### config.mk
export PLATFORM = sky130hd
export DESIGN_NAME = mem_err_logger
export DESIGN_NICKNAME = d
export VERILOG_FILES = /design/src/rtl/mel_pkg.sv /design/src/rtl/mel_ecc_log.sv /design/src/rtl/mel_limit.sv /design/src/rtl/mel_edge_irq.sv /design/src/rtl/mem_err_logger.sv
export SDC_FILE = /design/constraint.sdc
export NUM_CORES = 1
export LEC_CHECK = 0
export ABC_AREA = 1
export BUFFER_PORTS_ARGS = -buffer_cell sky130_fd_sc_hd__buf_4
export CAP_MARGIN = 20
export CELL_PAD_IN_SITES_DETAIL_PLACEMENT = 0
export CELL_PAD_IN_SITES_GLOBAL_PLACEMENT = 1
export CORE_MARGIN = 2
export CORE_UTILIZATION = 35
export DETAILED_ROUTE_END_ITERATION = 7
export PLACE_DENSITY_LB_ADDON = 0.1
export SYNTH_ARGS = -nofsm -noshare
export SYNTH_HDL_FRONTEND = slang
export SYNTH_SLANG_ARGS = --single-unit
### constraint.sdc
create_clock -name clk -period 3.8 [get_ports clk]
set_input_delay 0.57 -clock clk [delete_from_list [all_inputs] [get_ports clk]]
set_output_delay 0.57 -clock clk [all_outputs]
set_load 0.02 [all_outputs]
### src/rtl/mel_pkg.sv
package mel_pkg;
  localparam int unsigned REG_AW = 3;
  localparam int unsigned NFLAGS = 8;

  localparam logic [REG_AW-1:0] RA_CTRL     = 3'd0;
  localparam logic [REG_AW-1:0] RA_STAT     = 3'd1;
  localparam logic [REG_AW-1:0] RA_IWORD    = 3'd2;
  localparam logic [REG_AW-1:0] RA_LIMIT    = 3'd3;
  localparam logic [REG_AW-1:0] RA_LOG_HI   = 3'd4;
  localparam logic [REG_AW-1:0] RA_LOG_LO   = 3'd5;
  localparam logic [REG_AW-1:0] RA_LOG_CK   = 3'd6;
  localparam logic [REG_AW-1:0] RA_LOG_ADDR = 3'd7;

  localparam int unsigned FL_HARD   = 0;
  localparam int unsigned FL_SOFT   = 1;
  localparam int unsigned FL_CPU    = 2;
  localparam int unsigned FL_GRF    = 3;
  localparam int unsigned FL_VTMO   = 4;
  localparam int unsigned FL_VADER  = 5;
  localparam int unsigned FL_TOC    = 6;
  localparam int unsigned FL_CMDRST = 7;

  typedef logic [NFLAGS-1:0] flags_t;
endpackage

### src/rtl/mel_ecc_log.sv
module mel_ecc_log #(
  parameter int unsigned DATA_W = 64,
  parameter int unsigned ADDR_W = 32,
  parameter int unsigned CK_W   = 8
) (
  input  logic              clk,
  input  logic              rst_n,
  input  logic              clr,
  input  logic              lpmc_en,
  input  logic              chk_valid,
  input  logic              chk_soft,
  input  logic              chk_hard,
  input  logic [DATA_W-1:0] chk_data,
  input  logic [CK_W-1:0]   chk_ckbyte,
  input  logic [ADDR_W-1:0] chk_addr,
  output logic              hard_evt,
  output logic              soft_evt,
  output logic              hpmc,
  output logic              lpmc,
  output logic [DATA_W-1:0] log_data,
  output logic [CK_W-1:0]   log_ck,
  output logic [ADDR_W-1:0] log_addr
);
  logic              cap_en;
  logic              hpmc_d, lpmc_d;
  logic [DATA_W-1:0] data_d;
  logic [CK_W-1:0]   ck_d;
  logic [ADDR_W-1:0] addr_d;

  always_comb begin
    hard_evt = chk_valid & chk_hard;
    soft_evt = chk_valid & chk_soft & ~chk_hard & lpmc_en;
    cap_en   = hard_evt | soft_evt;
    hpmc_d   = hard_evt & ~clr;
    lpmc_d   = soft_evt & ~clr;
    data_d   = log_data;
    ck_d     = log_ck;
    addr_d   = log_addr;
    if (clr) begin
      data_d = '0;
      ck_d   = '0;
      addr_d = '0;
    end else if (cap_en) begin
      data_d = chk_data;
      ck_d   = chk_ckbyte;
      addr_d = chk_addr;
    end
  end

  always_ff @(posedge clk or negedge rst_n) begin
    if (!rst_n) begin
      hpmc     <= 1'b0;
      lpmc     <= 1'b0;
      log_data <= '0;
      log_ck   <= '0;
      log_addr <= '0;
    end else begin
      hpmc     <= hpmc_d;
      lpmc     <= lpmc_d;
      log_data <= data_d;
      log_ck   <= ck_d;
      log_addr <= addr_d;
    end
  end

  AST_HPMC_ON_HARD: assert property (@(posedge clk) disable iff (!rst_n)
    (chk_valid && chk_hard && !clr) |=> hpmc);
  AST_NO_LPMC_DISABLED: assert property (@(posedge clk) disable iff (!rst_n)
    (!lpmc_en || !chk_valid) |=> !lpmc);
  AST_LOG_HELD_DISABLED: assert property (@(posedge clk) disable iff (!rst_n)
    (!chk_valid && !clr) |=> $stable(log_addr));
endmodule

### src/rtl/mel_limit.sv
module mel_limit #(
  parameter int unsigned ADDR_W = 32,
  parameter int unsigned IGN    = 22
) (
  input  logic                  clk,
  input  logic                  rst_n,
  input  logic                  clr,
  input  logic                  wr_en,
  input  logic [ADDR_W-IGN-1:0] wr_hi,
  input  logic                  acc_valid,
  input  logic                  acc_io,
  input  logic [ADDR_W-1:0]     acc_addr,
  output logic [ADDR_W-1:0]     limit_val,
  output logic                  viol,
  output logic                  acc_err
);
  localparam int unsigned KEEP_W = ADDR_W - IGN;

  logic [KEEP_W-1:0] lim_q, lim_d;
  logic              err_d;

  always_comb begin
    limit_val = {lim_q, {IGN{1'b0}}};
    viol      = acc_valid & ~acc_io & (acc_addr >= limit_val);
    err_d     = viol & ~clr;
    lim_d     = lim_q;
    if (clr)        lim_d = '1;
    else if (wr_en) lim_d = wr_hi;
  end

  always_ff @(posedge clk or negedge rst_n) begin
    if (!rst_n) begin
      lim_q   <= '1;
      acc_err <= 1'b0;
    end else begin
      lim_q   <= lim_d;
      acc_err <= err_d;
    end
  end

  AST_ACC_ERR_CAUSE: assert property (@(posedge clk) disable iff (!rst_n)
    acc_err |-> $past(acc_valid && !acc_io));
  AST_IO_NEVER_ERR: assert property (@(posedge clk) disable iff (!rst_n)
    (acc_valid && acc_io) |=> !acc_err);
endmodule

### src/rtl/mel_edge_irq.sv
module mel_edge_irq #(
  parameter int unsigned W = 32
) (
  input  logic         clk,
  input  logic         rst_n,
  input  logic         clr,
  input  logic         wr_en,
  input  logic [W-1:0] wr_data,
  input  logic         irq_n,
  output logic [W-1:0] word,
  output logic         eir_valid,
  output logic [W-1:0] eir_word
);
  logic         prev_q, prev_d;
  logic         fall;
  logic [W-1:0] word_d, out_d;
  logic         valid_d;

  always_comb begin
    fall    = prev_q & ~irq_n;
    prev_d  = clr ? 1'b0 : irq_n;
    valid_d = fall & ~clr;
    out_d   = valid_d ? word : '0;
    word_d  = word;
    if (clr)        word_d = '0;
    else if (wr_en) word_d = wr_data;
  end

  always_ff @(posedge clk or negedge rst_n) begin
    if (!rst_n) begin
      prev_q    <= 1'b0;
      word      <= '0;
      eir_valid <= 1'b0;
      eir_word  <= '0;
    end else begin
      prev_q    <= prev_d;
      word      <= word_d;
      eir_valid <= valid_d;
      eir_word  <= out_d;
    end
  end

  AST_EIR_SINGLE: assert property (@(posedge clk) disable iff (!rst_n)
    eir_valid |=> !eir_valid);
  AST_EIR_AFTER_LOW: assert property (@(posedge clk) disable iff (!rst_n)
    eir_valid |-> !$past(irq_n));
  AST_EIR_QUIET: assert property (@(posedge clk) disable iff (!rst_n)
    !eir_valid |-> (eir_word == '0));
endmodule

### src/rtl/mem_err_logger.sv
module mem_err_logger
  import mel_pkg::*;
#(
  parameter logic [23:0] REV       = 24'h00A51C,
  parameter int unsigned ADDR_W    = 32,
  parameter int unsigned DATA_W    = 64,
  parameter int unsigned CK_W      = 8,
  parameter int unsigned LIMIT_IGN = 22
) (
  input  logic              clk,
  input  logic              rst_n,
  input  logic              cmd_rst,
  input  logic              reg_we,
  input  logic [2:0]        reg_addr,
  input  logic [31:0]       reg_wdata,
  output logic [31:0]       reg_rdata,
  input  logic              chk_valid,
  input  logic              chk_soft,
  input  logic              chk_hard,
  input  logic [DATA_W-1:0] chk_data,
  input  logic [CK_W-1:0]   chk_ckbyte,
  input  logic [ADDR_W-1:0] chk_addr,
  input  logic              acc_valid,
  input  logic              acc_io,
  input  logic [ADDR_W-1:0] acc_addr,
  output logic              acc_err,
  input  logic              ev_grf_ader,
  input  logic              ev_cpu_tmo,
  input  logic              ev_vid_tmo,
  input  logic              ev_vid_ader,
  input  logic              ev_toc,
  output logic              hpmc,
  output logic              lpmc,
  input  logic              irq_n,
  output logic              eir_valid,
  output logic [31:0]       eir_word
);
  localparam int unsigned HALF = DATA_W / 2;

  logic              ctrl_q, ctrl_d;
  flags_t            flags_q, flags_d, set_v;
  logic              wr_ctrl, wr_stat, wr_iword, wr_limit;
  logic              hard_evt, soft_evt, viol;
  logic [DATA_W-1:0] log_data;
  logic [CK_W-1:0]   log_ck;
  logic [ADDR_W-1:0] log_addr, limit_val;
  logic [31:0]       iword;

  always_comb begin
    wr_ctrl  = reg_we && (reg_addr == RA_CTRL);
    wr_stat  = reg_we && (reg_addr == RA_STAT);
    wr_iword = reg_we && (reg_addr == RA_IWORD);
    wr_limit = reg_we && (reg_addr == RA_LIMIT);
  end

  mel_ecc_log #(.DATA_W(DATA_W), .ADDR_W(ADDR_W), .CK_W(CK_W)) u_log (
    .clk(clk), .rst_n(rst_n), .clr(cmd_rst), .lpmc_en(ctrl_q),
    .chk_valid(chk_valid), .chk_soft(chk_soft), .chk_hard(chk_hard),
    .chk_data(chk_data), .chk_ckbyte(chk_ckbyte), .chk_addr(chk_addr),
    .hard_evt(hard_evt), .soft_evt(soft_evt), .hpmc(hpmc), .lpmc(lpmc),
    .log_data(log_data), .log_ck(log_ck), .log_addr(log_addr)
  );

  mel_limit #(.ADDR_W(ADDR_W), .IGN(LIMIT_IGN)) u_lim (
    .clk(clk), .rst_n(rst_n), .clr(cmd_rst), .wr_en(wr_limit),
    .wr_hi(reg_wdata[ADDR_W-1:LIMIT_IGN]),
    .acc_valid(acc_valid), .acc_io(acc_io), .acc_addr(acc_addr),
    .limit_val(limit_val), .viol(viol), .acc_err(acc_err)
  );

  mel_edge_irq #(.W(32)) u_irq (
    .clk(clk), .rst_n(rst_n), .clr(cmd_rst), .wr_en(wr_iword),
    .wr_data(reg_wdata), .irq_n(irq_n), .word(iword),
    .eir_valid(eir_valid), .eir_word(eir_word)
  );

  always_comb begin
    set_v            = '0;
    set_v[FL_HARD]   = hard_evt;
    set_v[FL_SOFT]   = soft_evt;
    set_v[FL_CPU]    = viol | ev_cpu_tmo;
    set_v[FL_GRF]    = ev_grf_ader;
    set_v[FL_VTMO]   = ev_vid_tmo;
    set_v[FL_VADER]  = ev_vid_ader;
    set_v[FL_TOC]    = ev_toc;
    flags_d = flags_q;
    if (wr_stat) flags_d[FL_CMDRST-1:0] = '0;
    flags_d = flags_d | set_v;
    ctrl_d  = wr_ctrl ? reg_wdata[0] : ctrl_q;
    if (cmd_rst) begin
      flags_d             = '0;
      flags_d[FL_CMDRST]  = 1'b1;
      ctrl_d              = 1'b0;
    end
  end

  always_ff @(posedge clk or negedge rst_n) begin
    if (!rst_n) begin
      flags_q <= '0;
      ctrl_q  <= 1'b0;
    end else begin
      flags_q <= flags_d;
      ctrl_q  <= ctrl_d;
    end
  end

  always_comb begin
    reg_rdata = '0;
    case (reg_addr)
      RA_CTRL:     reg_rdata[0] = ctrl_q;
      RA_STAT:     reg_rdata = {REV, flags_q};
      RA_IWORD:    reg_rdata = iword;
      RA_LIMIT:    reg_rdata = limit_val;
      RA_LOG_HI:   reg_rdata = log_data[DATA_W-1:HALF];
      RA_LOG_LO:   reg_rdata = log_data[HALF-1:0];
      RA_LOG_CK:   reg_rdata[CK_W-1:0] = log_ck;
      default:     reg_rdata = log_addr;
    endcase
  end

  AST_FLAGS_STICKY: assert property (@(posedge clk) disable iff (!rst_n)
    (!wr_stat && !cmd_rst) |=> ((flags_q & $past(flags_q)) == $past(flags_q)));
  AST_CMDRST_SET: assert property (@(posedge clk) disable iff (!rst_n)
    cmd_rst |=> (flags_q == 8'h80));
  AST_CMDRST_KEPT: assert property (@(posedge clk) disable iff (!rst_n)
    (!cmd_rst) |=> (flags_q[FL_CMDRST] == $past(flags_q[FL_CMDRST])));
endmodule

==> results.md <==
- Status: completed
- Crit path required time: 3.23 ns
- Synth top area share: 52.53%
- DIE HEIGHT: ~160 um
- Placed cell count: roughly 1500
- DRT Pass-1 Iters: 6
- Commonest cells in the netlist: dfrtp_1, inv_1, o21ai_0
- Area Growth Syn to Fin: 31.17%
- Initial antenna violation count: 1
- Placement Rows: 57
- Maxcap violations: 0
- GRT Total Usage: 20.66%
- ANT nets after route: 0
- Top post-synthesis cells by area: dfrtp_1, o21ai_0, nand3_1, inv_1, nand2_1
- Global-route wire length before repair: 41610 um
- Mapped Cells: 1009
- Vias in the first global route: 7464
- Setup skew after layout: approximately 0.010 ns
- Worst Hold Class: input pin to asynchronous set/reset pin
- Synth cell types: 29
- Clk_lat worst skew: 0.43 ns
- R2R setup slack: 1.93 ns
- Synth Flop Type: dfrtp_1
- CTS tree: yes
- Slew Limit Headroom: 31.62%
- Min Tclk post-route: 2.789 ns
- Die W: 161.4 um
- Sequential area share after synthesis: between 50 and 60%
- CP Class: input pin to output pin
- Detail Placement HPWL: 18120 um
- Critical path fanouts, max: 19
- Clock root buffer: clkbuf_16
- Final-report hold violation count: 0
- Setup crit start kind: input pin
- Pleak: 5.624 nW
- Hold_buf cts: 0
- Mapped Area: 0.008670 mm2
- Synth area leader: dfrtp_1
- Max clock buf depth: 2
- Num CTS Buffers: 17
- Vias per Instance: roughly 4.8
- Asr flop ratio synth: 100.0%
- Global route overflow: 0
- Die Area: about 0.026 mm2
- Non-Filler Instances: around 1600
- Syn Area/Cell: ~8.6 um2
- Mapped Nets: 1205
- Most frequent cell after synthesis: dfrtp_1
- Final period utilization: 73.40%
- Clock-pin slew on the worst setup and hold paths: 0.08 ns
- Drt total wl: 26500 um
- Layout cells sized above 1: about a quarter
- CTS HTree Levels: 4
- Wire per inst: 16.90 um
- Slew @ Worst Pin: roughly 1.0 ns
- Peak VDD IR: between 0.15 and 0.2 mV
- DRC: 0
- Largest net degree at the start of global routing: 209
- CP endpoint kind: output pin
- Final setup TNS: 0 ns
- Vias: 7453
- Register bit total from synthesis: 192
- Pins Over Slew Limit: 0
- Setup violators final: 0
- Fmax: 358.5 MHz
- DRT iter0 DRCs: 582
- Starting Density: 35.65%
- PortBufs: between 200 and 300
- RSZ-0062 raised after global routing: no
- Number of flops mapped to enable cells by yosys: 0
- I/O Pins: 254
- Pwr Density: slightly above 400 mW/mm2
- CTS resizes: 0
- Crit path DAT: around 2.2 ns
- Synth warnings: 0
- GP Congestion: 0.7691
- Core area: roughly 0.024 mm2
- Fin nets: 1426
- Clock Sinks: 192
- Post-CTS Setup Inserts: 0
cell type report:
type	instances	area [um2]
Antenna cell	1	2.502
Tap cell	324	405.4
Clock buffer	19	442.9
Sequential cell	192	4817
Timing Repair Buffer	263	2018
Fill cell	2448	12950
Multi-Input combinational cell	575	2884
Clock inverter	13	120.1
Inverter	181	681.9
path summary, 6_finish.rpt:
check,start,to,depth (start not counted)
worst max-delay path,reg_addr[1],reg_rdata[22],7
worst min-delay path,rst_n,u_irq.word[25],1
worst max register to register,ctrl_q,u_log.log_data[45],7
worst min register to register,flags_q[7],flags_q[7],2
max in group asynchronous,rst_n,u_log.log_data[15],2
min in group clk,ev_vid_ader,flags_q[5],3
critical path: stages:
cell,delay (ns)
buf_4,0.14
nand3_1,0.10
buf_4,0.24
clkinv_1,0.61
nand2_1,0.22
nand4_1,0.13
buf_4,0.19
report_power, final:
part	total [mW]	internal, mW	switching, mW
sequential	2.25	2.19	0.0595
combinational	0.725	0.296	0.429
clock	1.75	0.886	0.862
total	4.73	3.38	1.35
sequential cells by signal, summed over array words and instances (netlist names):
signal / flops
u_lim.lim_q: 10
u_irq.prev_q: 1
u_log.lpmc: 1
ctrl_q: 1
u_irq.word: 32
u_lim.acc_err: 1
u_log.log_ck: 8
flags_q: 8
u_log.hpmc: 1
u_log.log_data: 64
u_log.log_addr: 32
u_irq.eir_word: 32
u_irq.eir_valid: 1
routing by layer:
metal | GRT usage [%] | vias up | part of all wire, %
met5 | 0 | - | 0
met4 | 5.114 | 0 | 1.1
met3 | 4.777 | 16 | 6.1
met2 | 33.45 | 198 | 48
met1 | 28.18 | 3520 | 45
li1 | - | 3719 | -
through the flow:
stage / total power [mW] / instance area, um2 / setup slack [ns] / util, % / hold WS (ns)
6_report: 4.726 / 11370 / 1.011 / 46.76 / 0.1877
5_1_grt: 4.957 / 11370 / 0.7957 / 46.75 / 0.2673
3_3_place_gp: 3.022 / 10810 / 0.9527 / 44.44 / 0.4395
3_5_place_dp: 3.027 / 10810 / 0.9279 / 44.44 / 0.4525
4_1_cts: 4.789 / 11370 / 0.9258 / 46.75 / 0.2525
2_1_floorplan: 2.654 / 8670 / 1.652 / - / 0.2744
logic make-up (layout without fill, tap and decap cells):
family	after synthesis	after routing	synth area share (%)
buffers and inverters	242	476	11.31
other	0	1	0
flip-flops	192	192	55.56
AO/OA/AOI/OAI	241	241	14.76
adder cells (fa/ha/maj)	10	10	1.443
AND/OR/NAND/NOR	324	324	16.91
layout by cell type, fill, tap and decap left out, drive strengths merged, types with 6 or more instances in the layout:
cell and instances:
dfstp 10, o2111ai 6, nand3 153, ha 10, nor3 7, inv 187, clkbuf 20, dfrtp 182
nor2 70, o22ai 24, buf 262, clkinv 7, nand2 87, o21ai 176, a21oi 31
(Power assumes the default switching activity.)
